[config.mk]
export PLATFORM = sky130hd
export DESIGN_NAME = clksynth_regs
export DESIGN_NICKNAME = d
export VERILOG_FILES = /design/src/rtl/clksynth_pkg.sv /design/src/rtl/clksynth_reset_seq.sv /design/src/rtl/clksynth_regfile.sv /design/src/rtl/clksynth_lock_timer.sv /design/src/rtl/clksynth_ack_pipe.sv /design/src/rtl/clksynth_regs.sv
export SDC_FILE = /design/constraint.sdc
export NUM_CORES = 1
export LEC_CHECK = 0
export ABC_AREA = 1
export BUFFER_PORTS_ARGS = -buffer_cell sky130_fd_sc_hd__buf_2
export CAP_MARGIN = 15
export CORE_UTILIZATION = 63
export DETAILED_ROUTE_END_ITERATION = 6
export HOLD_SLACK_MARGIN = 0.03
export PLACE_DENSITY = 0.86
export SETUP_SLACK_MARGIN = 0.5
export SKIP_CTS_REPAIR_TIMING = 1
export SLEW_MARGIN = 10
export SYNTH_ARGS = -nofsm -noshare
export SYNTH_HDL_FRONTEND = slang
export SYNTH_HIERARCHICAL = 1
export SYNTH_SLANG_ARGS = --single-unit
[constraint.sdc]
create_clock -name clk -period 3.65 [get_ports clk]
set_input_delay 0.9125 -clock clk [delete_from_list [all_inputs] [get_ports clk]]
set_output_delay 0.9125 -clock clk [all_outputs]
set_load 0.05 [all_outputs]
[src/rtl/clksynth_pkg.sv]
// Shared constants, the decoded configuration type and the field decoder
// for the clock synthesizer register block.
package clksynth_pkg;

    // Byte addresses of the register words
    localparam logic [7:0] A_CTRL   = 8'h00;
    localparam logic [7:0] A_STATUS = 8'h04;
    localparam logic [7:0] A_COMMIT = 8'h08;
    localparam logic [7:0] A_CFG1   = 8'h0C;
    localparam logic [7:0] A_CFG2   = 8'h10;
    localparam logic [7:0] A_CFG3   = 8'h14;
    localparam logic [7:0] A_SPR1   = 8'h18;
    localparam logic [7:0] A_SPR2   = 8'h1C;
    localparam logic [7:0] A_CFG4   = 8'h20;

    localparam int NUM_OUT = 4;
    localparam int PD_W    = 7;

    // Config 2 single-bit controls
    localparam int C2_HFDIV  = 12;
    localparam int C2_REFEN  = 13;
    localparam int C2_CLKOEN = 14;
    localparam int C2_BYPASS = 20;

    // Enable bit in config 2 and acknowledge bit in status, per output
    localparam int EN_POS  [NUM_OUT] = '{16, 18, 23, 25};
    localparam int ACK_POS [NUM_OUT] = '{7, 8, 10, 11};

    localparam int ST_RDONE = 0;
    localparam int ST_LOCK  = 1;

    typedef struct packed {
        logic [7:0]                  ref_div_m1;
        logic [11:0]                 mult;
        logic [17:0]                 frac;
        logic [7:0]                  sd;
        logic [NUM_OUT-1:0][PD_W-1:0] post_div_m1;
        logic [NUM_OUT-1:0]          out_en;
        logic                        bypass;
        logic                        ref_en;
        logic                        clkout_en;
        logic [1:0]                  ref_sel;
        logic [2:0]                  range_sel;
        logic                        hf_div2;
    } synth_cfg_t;

    // Slices the four configuration words into synthesizer fields
    function automatic synth_cfg_t decode_cfg(input logic [31:0] w1, input logic [31:0] w2,
                                              input logic [31:0] w3, input logic [31:0] w4);
        synth_cfg_t c;
        c.ref_div_m1     = w1[8:1];
        c.mult           = w1[20:9];
        c.sd             = w3[17:10];
        c.post_div_m1[1] = w3[6:0];
        c.post_div_m1[2] = w3[24:18];
        c.post_div_m1[3] = w3[31:25];
        c.post_div_m1[0] = w4[24:18];
        c.frac           = w4[17:0];
        for (int i = 0; i < NUM_OUT; i++) c.out_en[i] = w2[EN_POS[i]];
        c.bypass         = w2[C2_BYPASS];
        c.ref_en         = w2[C2_REFEN];
        c.clkout_en      = w2[C2_CLKOEN];
        c.ref_sel        = w2[22:21];
        c.range_sel      = w2[3:1];
        c.hf_div2        = w2[C2_HFDIV];
        return c;
    endfunction

endpackage

[src/rtl/clksynth_reset_seq.sv]
// Reset-done sequencer: counts RESET_CYCLES edges after reset release and
// then raises done for good. Assumes RESET_CYCLES >= 2.
module clksynth_reset_seq #(
    parameter int RESET_CYCLES = 16
) (
    input  logic clk,
    input  logic rst_n,
    output logic done
);
    localparam int CW = $clog2(RESET_CYCLES);

    logic [CW-1:0] cnt;

    // Count post-reset edges and latch done on the last one
    always_ff @(posedge clk) begin
        if (!rst_n) begin
            cnt  <= '0;
            done <= 1'b0;
        end else if (!done) begin
            if (cnt == CW'(RESET_CYCLES - 1)) done <= 1'b1;
            else                              cnt  <= cnt + 1'b1;
        end
    end

    p_done_sticky_r2: assert property (@(posedge clk) disable iff (!rst_n)
        done |=> done);

endmodule

[src/rtl/clksynth_regfile.sv]
// Bus-facing register file: staged words, the self-clearing commit bit, the
// copy of staged fields into the active set, and the read multiplexer.
// Assumes LOCK_W <= 32. Writes are dropped until rst_done is high.
module clksynth_regfile
    import clksynth_pkg::*;
#(
    parameter int ADDR_W = 8,
    parameter int LOCK_W = 16
) (
    input  logic              clk,
    input  logic              rst_n,
    input  logic              rst_done,
    input  logic              wr_en,
    input  logic [ADDR_W-1:0] addr,
    input  logic [31:0]       wdata,
    input  logic [31:0]       status_word,
    output logic [31:0]       rdata,
    output synth_cfg_t        act_cfg,
    output logic [LOCK_W-1:0] lock_delay,
    output logic              go_start,
    output logic              go_pend
);
    logic [31:0] stg_cfg1, stg_cfg2, stg_cfg3, stg_cfg4, spr1, spr2;
    logic        wr_ok;

    assign wr_ok    = wr_en && rst_done;
    assign go_start = wr_ok && (addr == ADDR_W'(A_COMMIT)) && wdata[0];

    // Capture accepted writes into the staged words
    always_ff @(posedge clk) begin
        if (!rst_n) begin
            stg_cfg1   <= '0;
            stg_cfg2   <= '0;
            stg_cfg3   <= '0;
            stg_cfg4   <= '0;
            spr1       <= '0;
            spr2       <= '0;
            lock_delay <= '0;
        end else if (wr_ok) begin
            if (addr == ADDR_W'(A_CTRL)) lock_delay <= wdata[LOCK_W-1:0];
            if (addr == ADDR_W'(A_CFG1)) stg_cfg1   <= wdata;
            if (addr == ADDR_W'(A_CFG2)) stg_cfg2   <= wdata;
            if (addr == ADDR_W'(A_CFG3)) stg_cfg3   <= wdata;
            if (addr == ADDR_W'(A_CFG4)) stg_cfg4   <= wdata;
            if (addr == ADDR_W'(A_SPR1)) spr1       <= wdata;
            if (addr == ADDR_W'(A_SPR2)) spr2       <= wdata;
        end
    end

    // Hold the commit bit for one cycle, then apply staged to active
    always_ff @(posedge clk) begin
        if (!rst_n) begin
            go_pend <= 1'b0;
            act_cfg <= '0;
        end else begin
            go_pend <= go_start;
            if (go_pend) act_cfg <= decode_cfg(stg_cfg1, stg_cfg2, stg_cfg3, stg_cfg4);
        end
    end

    // Select the read word by address
    always_comb begin
        rdata = '0;
        if      (addr == ADDR_W'(A_CTRL))   rdata = 32'(lock_delay);
        else if (addr == ADDR_W'(A_STATUS)) rdata = status_word;
        else if (addr == ADDR_W'(A_COMMIT)) rdata = {31'b0, go_pend};
        else if (addr == ADDR_W'(A_CFG1))   rdata = stg_cfg1;
        else if (addr == ADDR_W'(A_CFG2))   rdata = stg_cfg2;
        else if (addr == ADDR_W'(A_CFG3))   rdata = stg_cfg3;
        else if (addr == ADDR_W'(A_SPR1))   rdata = spr1;
        else if (addr == ADDR_W'(A_SPR2))   rdata = spr2;
        else if (addr == ADDR_W'(A_CFG4))   rdata = stg_cfg4;
    end

    p_go_selfclear_r5: assert property (@(posedge clk) disable iff (!rst_n)
        (go_pend && !go_start) |=> !go_pend);

    p_apply_copy_r5: assert property (@(posedge clk) disable iff (!rst_n)
        go_pend |=> (act_cfg.mult == $past(stg_cfg1[20:9])));

    p_early_write_ignored_r2: assert property (@(posedge clk) disable iff (!rst_n)
        (!rst_done && wr_en) |=> ($stable(stg_cfg2) && $stable(stg_cfg1)));

endmodule

[src/rtl/clksynth_lock_timer.sv]
// Lock model: a commit drops lock and loads the programmed delay; lock rises
// one edge after the count reaches zero. A new commit reloads the count.
module clksynth_lock_timer #(
    parameter int LOCK_W = 16
) (
    input  logic              clk,
    input  logic              rst_n,
    input  logic              start,
    input  logic [LOCK_W-1:0] delay,
    output logic              locked
);
    logic [LOCK_W-1:0] cnt;
    logic              busy;

    // Run the lock countdown
    always_ff @(posedge clk) begin
        if (!rst_n) begin
            cnt    <= '0;
            busy   <= 1'b0;
            locked <= 1'b0;
        end else if (start) begin
            cnt    <= delay;
            busy   <= 1'b1;
            locked <= 1'b0;
        end else if (busy) begin
            if (cnt == '0) begin
                locked <= 1'b1;
                busy   <= 1'b0;
            end else begin
                cnt <= cnt - 1'b1;
            end
        end
    end

    p_lock_drops_r7: assert property (@(posedge clk) disable iff (!rst_n)
        start |=> !locked);

    p_lock_from_zero_r8: assert property (@(posedge clk) disable iff (!rst_n)
        $rose(locked) |-> ($past(cnt) == '0 && $past(busy)));

endmodule

[src/rtl/clksynth_ack_pipe.sv]
// Per-output acknowledge: each active enable passes through an ACK_DELAY
// stage shift chain; bypass masks all acknowledges at once. ACK_DELAY >= 2.
module clksynth_ack_pipe #(
    parameter int N_OUT     = 4,
    parameter int ACK_DELAY = 4
) (
    input  logic             clk,
    input  logic             rst_n,
    input  logic [N_OUT-1:0] en,
    input  logic             bypass,
    output logic [N_OUT-1:0] ack
);
    logic [N_OUT-1:0][ACK_DELAY-1:0] chain;

    for (genvar i = 0; i < N_OUT; i++) begin : g_out
        // Delay one output's enable by ACK_DELAY edges
        always_ff @(posedge clk) begin
            if (!rst_n) chain[i] <= '0;
            else        chain[i] <= {chain[i][ACK_DELAY-2:0], en[i]};
        end
        assign ack[i] = chain[i][ACK_DELAY-1] && !bypass;
    end

endmodule

[src/rtl/clksynth_regs.sv]
// Top of the clock synthesizer register block. Joins the reset sequencer,
// register file, lock model and acknowledge pipe, and builds the status word.
module clksynth_regs
    import clksynth_pkg::*;
#(
    parameter int ADDR_W       = 8,
    parameter int LOCK_W       = 16,
    parameter int ACK_DELAY    = 4,
    parameter int RESET_CYCLES = 16
) (
    input  logic                    clk,
    input  logic                    rst_n,
    input  logic                    bus_wr_en,
    input  logic [ADDR_W-1:0]       bus_addr,
    input  logic [31:0]             bus_wdata,
    output logic [31:0]             bus_rdata,
    output logic [7:0]              syn_ref_div_m1,
    output logic [11:0]             syn_mult,
    output logic [17:0]             syn_frac,
    output logic [7:0]              syn_sd,
    output logic [NUM_OUT*PD_W-1:0] syn_post_div_m1,
    output logic [NUM_OUT-1:0]      syn_out_en,
    output logic                    syn_bypass,
    output logic                    syn_ref_en,
    output logic                    syn_clkout_en,
    output logic [1:0]              syn_ref_sel,
    output logic [2:0]              syn_range,
    output logic                    syn_hf_div2,
    output logic                    syn_locked,
    output logic [NUM_OUT-1:0]      syn_div_ack,
    output logic                    reset_done
);
    synth_cfg_t        act;
    logic [LOCK_W-1:0] lock_delay;
    logic              go_start, go_pend;
    logic [31:0]       status_word;

    clksynth_reset_seq #(.RESET_CYCLES(RESET_CYCLES)) u_rseq (
        .clk(clk), .rst_n(rst_n), .done(reset_done));

    clksynth_regfile #(.ADDR_W(ADDR_W), .LOCK_W(LOCK_W)) u_rf (
        .clk(clk), .rst_n(rst_n), .rst_done(reset_done),
        .wr_en(bus_wr_en), .addr(bus_addr), .wdata(bus_wdata),
        .status_word(status_word), .rdata(bus_rdata), .act_cfg(act),
        .lock_delay(lock_delay), .go_start(go_start), .go_pend(go_pend));

    clksynth_lock_timer #(.LOCK_W(LOCK_W)) u_lock (
        .clk(clk), .rst_n(rst_n), .start(go_start), .delay(lock_delay),
        .locked(syn_locked));

    clksynth_ack_pipe #(.N_OUT(NUM_OUT), .ACK_DELAY(ACK_DELAY)) u_ack (
        .clk(clk), .rst_n(rst_n), .en(act.out_en), .bypass(act.bypass),
        .ack(syn_div_ack));

    // Assemble the read-only status word
    always_comb begin
        status_word           = '0;
        status_word[ST_RDONE] = reset_done;
        status_word[ST_LOCK]  = syn_locked;
        for (int i = 0; i < NUM_OUT; i++) status_word[ACK_POS[i]] = syn_div_ack[i];
    end

    assign syn_ref_div_m1  = act.ref_div_m1;
    assign syn_mult        = act.mult;
    assign syn_frac        = act.frac;
    assign syn_sd          = act.sd;
    assign syn_post_div_m1 = act.post_div_m1;
    assign syn_out_en      = act.out_en;
    assign syn_bypass      = act.bypass;
    assign syn_ref_en      = act.ref_en;
    assign syn_clkout_en   = act.clkout_en;
    assign syn_ref_sel     = act.ref_sel;
    assign syn_range       = act.range_sel;
    assign syn_hf_div2     = act.hf_div2;

    p_bypass_no_ack_r10: assert property (@(posedge clk) disable iff (!rst_n)
        syn_bypass |-> (syn_div_ack == '0));

    p_commit_needs_done_r2: assert property (@(posedge clk) disable iff (!rst_n)
        go_pend |-> reset_done);

endmodule

# Yosys cells after proc, flatten, opt, wreduce, memory -nomap -nowiden
# Index checks and enable logic that the tools add are counted.
# word_totals
ff_bits,335
input_bits,43
wordCells,86
# classes
n_addsub,2
n_eq_ne,10
mux,17
bitwise,3
n_reduce_logical,22
# ops
operator,count
$mux W32,9
$mux W16,3
$eq A8 B5 Y1 const B,4
$reduce_and A2 Y1,10
$eq A8 B4 Y1 const B,2
$logic_not A16 Y1,1
$sub A16 B1 Y16 const B,1
$eq A8 B3 Y1 const B,1
$eq A8 B6 Y1 const B,1
$logic_not A8 Y1,1
$logic_and A1 B1 Y1,7
$mux W1,5
$add A4 B1 Y4 const B,1
$eq A4 B4 Y1 const B,1
$not A1 Y1,3
$ne A2 B2 Y1 const B,1
$reduce_bool A2 Y1,1
$reduce_or A2 Y1,1
$logic_not A1 Y1,1

# Logic depth before layout (Yosys ltp)
# logic_depth
ltp_word,10
mapped_depth,14
mapped_depth_nobuf,13

# Hierarchy
# The synthesis kept the hierarchy.
# modules_own_cells
module,instances,cells_per_inst,area_per_inst_um2
clksynth_regfile,1,1689,12220.5
clksynth_lock_timer,1,190,1207.4
clksynth_ack_pipe,1,58,514.2
clksynth_reset_seq,1,32,229.0
clksynth_regs,1,1,3.8

# Least setup slack after synthesis
# No wires, ideal clock.
# synth_timing
path_kind,input to output
startpoint,in bus_addr[0]
endpoint,out bus_rdata[13]
arrival_time_ns,2.567
slack_ns,0.170
path_stages,10
path_buffers,1
cell_sequence,inv_1 nand2_2 nor2_1 nand2_4 inv_2 buf_2 nand2_1 nand3_1 nand2_1 a21oi_1
# synth_between
elab_chain_len,10
word_cells_on_any_way,18
# synth_lines
element,line_no,source
"start, declared",clksynth_regs.sv:14,"input logic [ADDR_W-1:0] bus_addr,"
$eq A8 B6 Y1,clksynth_regfile.sv:72,else if (addr == ADDR_W'(A_CFG4)) rdata = stg_cfg4;
$mux W32,clksynth_regfile.sv:72,
$mux W32,clksynth_regfile.sv:71,else if (addr == ADDR_W'(A_SPR2)) rdata = spr2;
$mux W32,clksynth_regfile.sv:70,else if (addr == ADDR_W'(A_SPR1)) rdata = spr1;
$mux W32,clksynth_regfile.sv:69,else if (addr == ADDR_W'(A_CFG3)) rdata = stg_cfg3;
$mux W32,clksynth_regfile.sv:68,else if (addr == ADDR_W'(A_CFG2)) rdata = stg_cfg2;
$mux W32,clksynth_regfile.sv:67,else if (addr == ADDR_W'(A_CFG1)) rdata = stg_cfg1;
$mux W32,clksynth_regfile.sv:66,"else if (addr == ADDR_W'(A_COMMIT)) rdata = {31'b0, go_pend};"
$mux W32,clksynth_regfile.sv:65,else if (addr == ADDR_W'(A_STATUS)) rdata = status_word;
$mux W32 *,clksynth_regfile.sv:64,if (addr == ADDR_W'(A_CTRL)) rdata = 32'(lock_delay);
"end, declared",clksynth_regs.sv:16,"output logic [31:0] bus_rdata,"
# Mark *: on every way between the ends. The rest lies on a longest branch, timed or not.

# Worst setup path after layout
# layout_timing
startpoint,in bus_addr[7]
endpoint,out bus_rdata[26]
# Same word-level chain as after synthesis.

==> metrics.sh <==
CRITPATHKIND='in2out'
FINALCLOCKSKEW_PS=23.7
CLOCK_PATH_BUFFERS=3
HOLD_PATH.CLASS='reg2reg'
FAILING_CHECKS='DRC'
IRDROPWORSTVDD_mV=0.328
TIMING.SLEW.HEADROOM_PCT=26.6
INSERTION_DELAY_TO_THE_LATER_SINK_OF_THE_WORST_SKEW_PAIR_PS=520
PLACEMENT_ROWS=54
CELLS_AFTER_SYNTH=1970
SYNTH_ASYNC_SR_FLOP_SHARE_PCT=0
WORSTPATHMAXFANOUT=6
AREA_GROWTH_PCT=22.5
POSTLAYOUTCELLAREA_MM2=0.0174
SYNTH-WARNING-COUNT=6
FIN_TOTAL_PWR_mW=7.43
FIRST_PASS_GRT_WIRE_LENGTH_UM=65700
SYNTHESIS.AREA_MM2=0.0142
YOSYSSEQAREASHARE_PCT=47.3
GRT_USE_TOTAL_PCT=35.4
DRT-WIRELENGTH-PER-CELL_UM=18.9
DIE_W_UM=152
POWER_LEAKAGE_nW=7.75
FLOORPLAN.IO_PINS=168
FIRST_GLOBAL_VIAS=12500
TIMING.CRITICAL_PATH.ARRIVAL_PS=2500
DR.PASS1.ITERS=7
GP_CONGESTION=0.931
SYN-MEAN-INSTANCE-AREA_UM2=7.20
START_UTIL_PCT=64.6
DOMINANTREGCELLSYNTH='sky130_fd_sc_hd__dfxtp_1'
MOST_FREQUENT_CP_CELL='sky130_fd_sc_hd__buf_6'
CRITICAL_PATH_BUF_INV_COUNT=6
POWER.DENSITY_mW_PER_MM2=428
NETS=2181
CRITICAL_PATH.SLOWEST_CELL='sky130_fd_sc_hd__nor2_4'
CTS.SINKS=335
POSTSYNTHREGISTERBITS=335
FINALHOLDVIOLATIONS=0
FINAL_MAX_SLEW_VIOL_COUNT=0
POST_ROUTE_CELLS_DRIVE_ABOVE_1_SHARE_PCT=19.6
FINAL-SETUP-VIOL-COUNT=0
SETUP_TNS_PS=0
NUM_ANTENNA_CELLS=0
MAX_CAP_VIOL_COUNT=0
CRIT_CHAIN='buf_12 -> clkinv_8 -> nand2_8 -> nor2_8 -> inv_2 -> nor2_4 -> buf_6 -> buf_6 -> a21oi_2 -> o211ai_1 -> nand2_1 -> nand2_1 -> buf_6'
LARGEST_NET_DEGREE_AT_THE_START_OF_GLOBAL_ROUTING=82
NUMCTSBUFFERS=34
HTREE_NUM_LEVELS=2
DRT_WL_TOTAL_UM=46000
ACHIEVABLE-FREQUENCY_MHz=293
CP_SLOWEST_STAGE_DELAY_PS=220
CORE-AREA_MM2=0.0220
GRT_OVERFLOW_TOTAL=0
DETAILEDPLACEMENTHPWL_UM=28300
DIE_Y_UM=152
CP.REQUIRED_PS=2740
SYNTH-EDFF-COUNT=0
POST-ROUTE-PERIOD-UTIL_PCT=93.5
CRITICAL_PATH.TOP_DELAY_FAMILY='simple AND/OR/NAND/NOR gates'
AVG_VIAS_PER_CELL=5.94
DESIGN.DIE.AREA_MM2=0.0231
PORTBUFFERS=167
ANTENNA_VIOLATIONS_BEFORE_REPAIR=1
STATUS='complete, but fails checks'
DRT_FIRST_ITER_VIOLATIONS=2327
CTS_ROOT_BUFFER='sky130_fd_sc_hd__clkbuf_16'
TIMING_WORST_SLEW_PIN_VALUE_PS=1100
VIA_TOTAL_AFTER_DETAILED_ROUTING=14500
RSZ0062_AT_GRT='true'
END_KIND='primary output'
ROUTE.ANTENNA.REMAINING_NETS=0
POST_SYNTH_NUM_CELL_TYPES=41
ROUTE.DETAILED.DRC=26
CLKSLEWWORSTSETUPHOLDPATHS_PS=60
TRITONCTS='yes'
FINAL.MIN_CLOCK_PERIOD_PS=3410
POSTPLACECELLAREA_MM2=0.0152
CRIT_PATH_START_KIND='input port'
[area by class of cell]
class	count	area (um^2)
multi-input combinational	1420	6860
sequential	335	6710
fill	1434	4590
timing repair buffer	228	1800
clock buffer	49	978
inverter	116	518
tap	280	350
clock inverter	12	145
timing repair inverter	1	6.26
[where the power goes]
| part | switching, mW | internal, mW |
|---|---|---|
| Clock | 1.42 | 2.09 |
| Sequential | 0.00374 | 3.66 |
| Combinational | 0.185 | 0.0720 |
| Total | 1.61 | 5.82 |
[synth_stat cells, types with 2 or more instances]
cell / number / area, um^2
sky130_fd_sc_hd__xnor2_1: 2 / 17.5
sky130_fd_sc_hd__nand2_1: 278 / 1040
sky130_fd_sc_hd__nand4_1: 4 / 25.0
sky130_fd_sc_hd__clkbuf_1: 73 / 274
sky130_fd_sc_hd__or2_2: 3 / 18.8
sky130_fd_sc_hd__xor2_1: 4 / 35.0
sky130_fd_sc_hd__nor2_4: 5 / 56.3
sky130_fd_sc_hd__nor3_1: 7 / 35.0
sky130_fd_sc_hd__ha_1: 2 / 25.0
sky130_fd_sc_hd__nor2_1: 436 / 1640
sky130_fd_sc_hd__nor2_8: 2 / 40.0
sky130_fd_sc_hd__a211oi_1: 3 / 22.5
sky130_fd_sc_hd__buf_2: 20 / 100
sky130_fd_sc_hd__nand3_1: 95 / 475
sky130_fd_sc_hd__o211ai_1: 18 / 135
sky130_fd_sc_hd__nor2_2: 8 / 50.1
sky130_fd_sc_hd__inv_1: 96 / 360
sky130_fd_sc_hd__nand3_2: 3 / 30.0
sky130_fd_sc_hd__a21oi_1: 178 / 891
sky130_fd_sc_hd__buf_6: 13 / 146
sky130_fd_sc_hd__nand2_2: 21 / 131
sky130_fd_sc_hd__o21ai_1: 38 / 190
sky130_fd_sc_hd__inv_2: 18 / 67.6
sky130_fd_sc_hd__buf_1: 4 / 15.0
sky130_fd_sc_hd__buf_4: 12 / 90.1
sky130_fd_sc_hd__or2_0: 23 / 144
sky130_fd_sc_hd__o21ai_0: 250 / 1250
sky130_fd_sc_hd__nand3b_1: 7 / 52.6
sky130_fd_sc_hd__dfxtp_1: 335 / 6710
[flip-flops by register name, indices dropped and copies added, names as in the netlist, 32 cells and up]
register and count:
u_rf/act_cfg 87, u_rf/spr1 32, u_rf/spr2 32, u_rf/stg_cfg1 32, u_rf/stg_cfg2 32, u_rf/stg_cfg3 32, u_rf/stg_cfg4 32
[per-layer routing]
layer	track usage, %	vias up	wire length, um
met4	12.0	0	1780
met2	54.4	1012	20600
met5	0	-	0
li1	-	6695	-
met3	8.39	170	5610
met1	49.0	6613	18100
[cell families (layout without fill, tap and decap cells)]
group,after synthesis,count (layout),synth area share (%)
DFF,335,335,47.3
xor gates and xnor gates,6,6,0.371
buffers and inverters,241,406,7.83
AOI/OAI and AO/OA,490,490,17.7
adders and majority gates,2,2,0.177
and+or+nand+nor,895,896,26.6
other,1,26,0.0265
[per-stage QoR]
step,hold slack [ps],utilization (%),worst slack [ps],std cells
2_1_floorplan,390,-,504,1995
3_3_place_gp,394,69.2,182,2354
3_5_place_dp,402,69.2,92.0,2354
4_1_cts,420,74.3,77.6,2415
5_1_grt,450,79.1,189,2441
6_report,424,79.1,236,2441
[layout by cell type, fill, tap and decap left out, types with 5 or more instances in the layout]
cell type / n
sky130_fd_sc_hd__a21oi_1: 156
sky130_fd_sc_hd__a21oi_2: 17
sky130_fd_sc_hd__a21oi_4: 5
sky130_fd_sc_hd__buf_12: 8
sky130_fd_sc_hd__buf_2: 126
sky130_fd_sc_hd__buf_4: 40
sky130_fd_sc_hd__buf_6: 38
sky130_fd_sc_hd__buf_8: 12
sky130_fd_sc_hd__clkbuf_1: 9
sky130_fd_sc_hd__clkbuf_16: 39
sky130_fd_sc_hd__clkbuf_8: 5
sky130_fd_sc_hd__clkinv_2: 7
sky130_fd_sc_hd__conb_1: 26
sky130_fd_sc_hd__dfxtp_1: 334
sky130_fd_sc_hd__inv_1: 91
sky130_fd_sc_hd__inv_2: 9
sky130_fd_sc_hd__inv_4: 7
sky130_fd_sc_hd__nand2_1: 256
sky130_fd_sc_hd__nand2_2: 36
sky130_fd_sc_hd__nand2_4: 6
sky130_fd_sc_hd__nand3_1: 80
sky130_fd_sc_hd__nand3_2: 16
sky130_fd_sc_hd__nand3b_1: 7
sky130_fd_sc_hd__nor2_1: 432
sky130_fd_sc_hd__nor2_2: 7
sky130_fd_sc_hd__nor2_4: 11
sky130_fd_sc_hd__nor3_1: 7
sky130_fd_sc_hd__o211ai_1: 18
sky130_fd_sc_hd__o21ai_0: 246
sky130_fd_sc_hd__o21ai_1: 34
sky130_fd_sc_hd__o21ai_2: 7
sky130_fd_sc_hd__or2_0: 21
[tightest hold or removal path, cell delays in order (launching register included)]
cell and delay [ps]:
sky130_fd_sc_hd__dfxtp_1 310, sky130_fd_sc_hd__nand2_1 50, sky130_fd_sc_hd__inv_1 40
[path summary, 6_finish.rpt]
path | startpoint | endpoint | slack [ps] | depth (start not counted)
worst min-delay path | u_ack/chain[12]$_SDFF_PN0_ | u_ack/chain[13]$_SDFF_PN0_ | 420 | 2
worst min register to register | u_ack/chain[12]$_SDFF_PN0_ | u_ack/chain[13]$_SDFF_PN0_ | 420 | 2
worst max register to register | u_rseq/done$_SDFF_PN0_ | u_rf/spr1[10]$_SDFFE_PN0P_ | 1140 | 6
worst max-delay path | bus_addr[7] | bus_rdata[26] | 240 | 13
No activity file was read; power rests on OpenSTA's default activity.
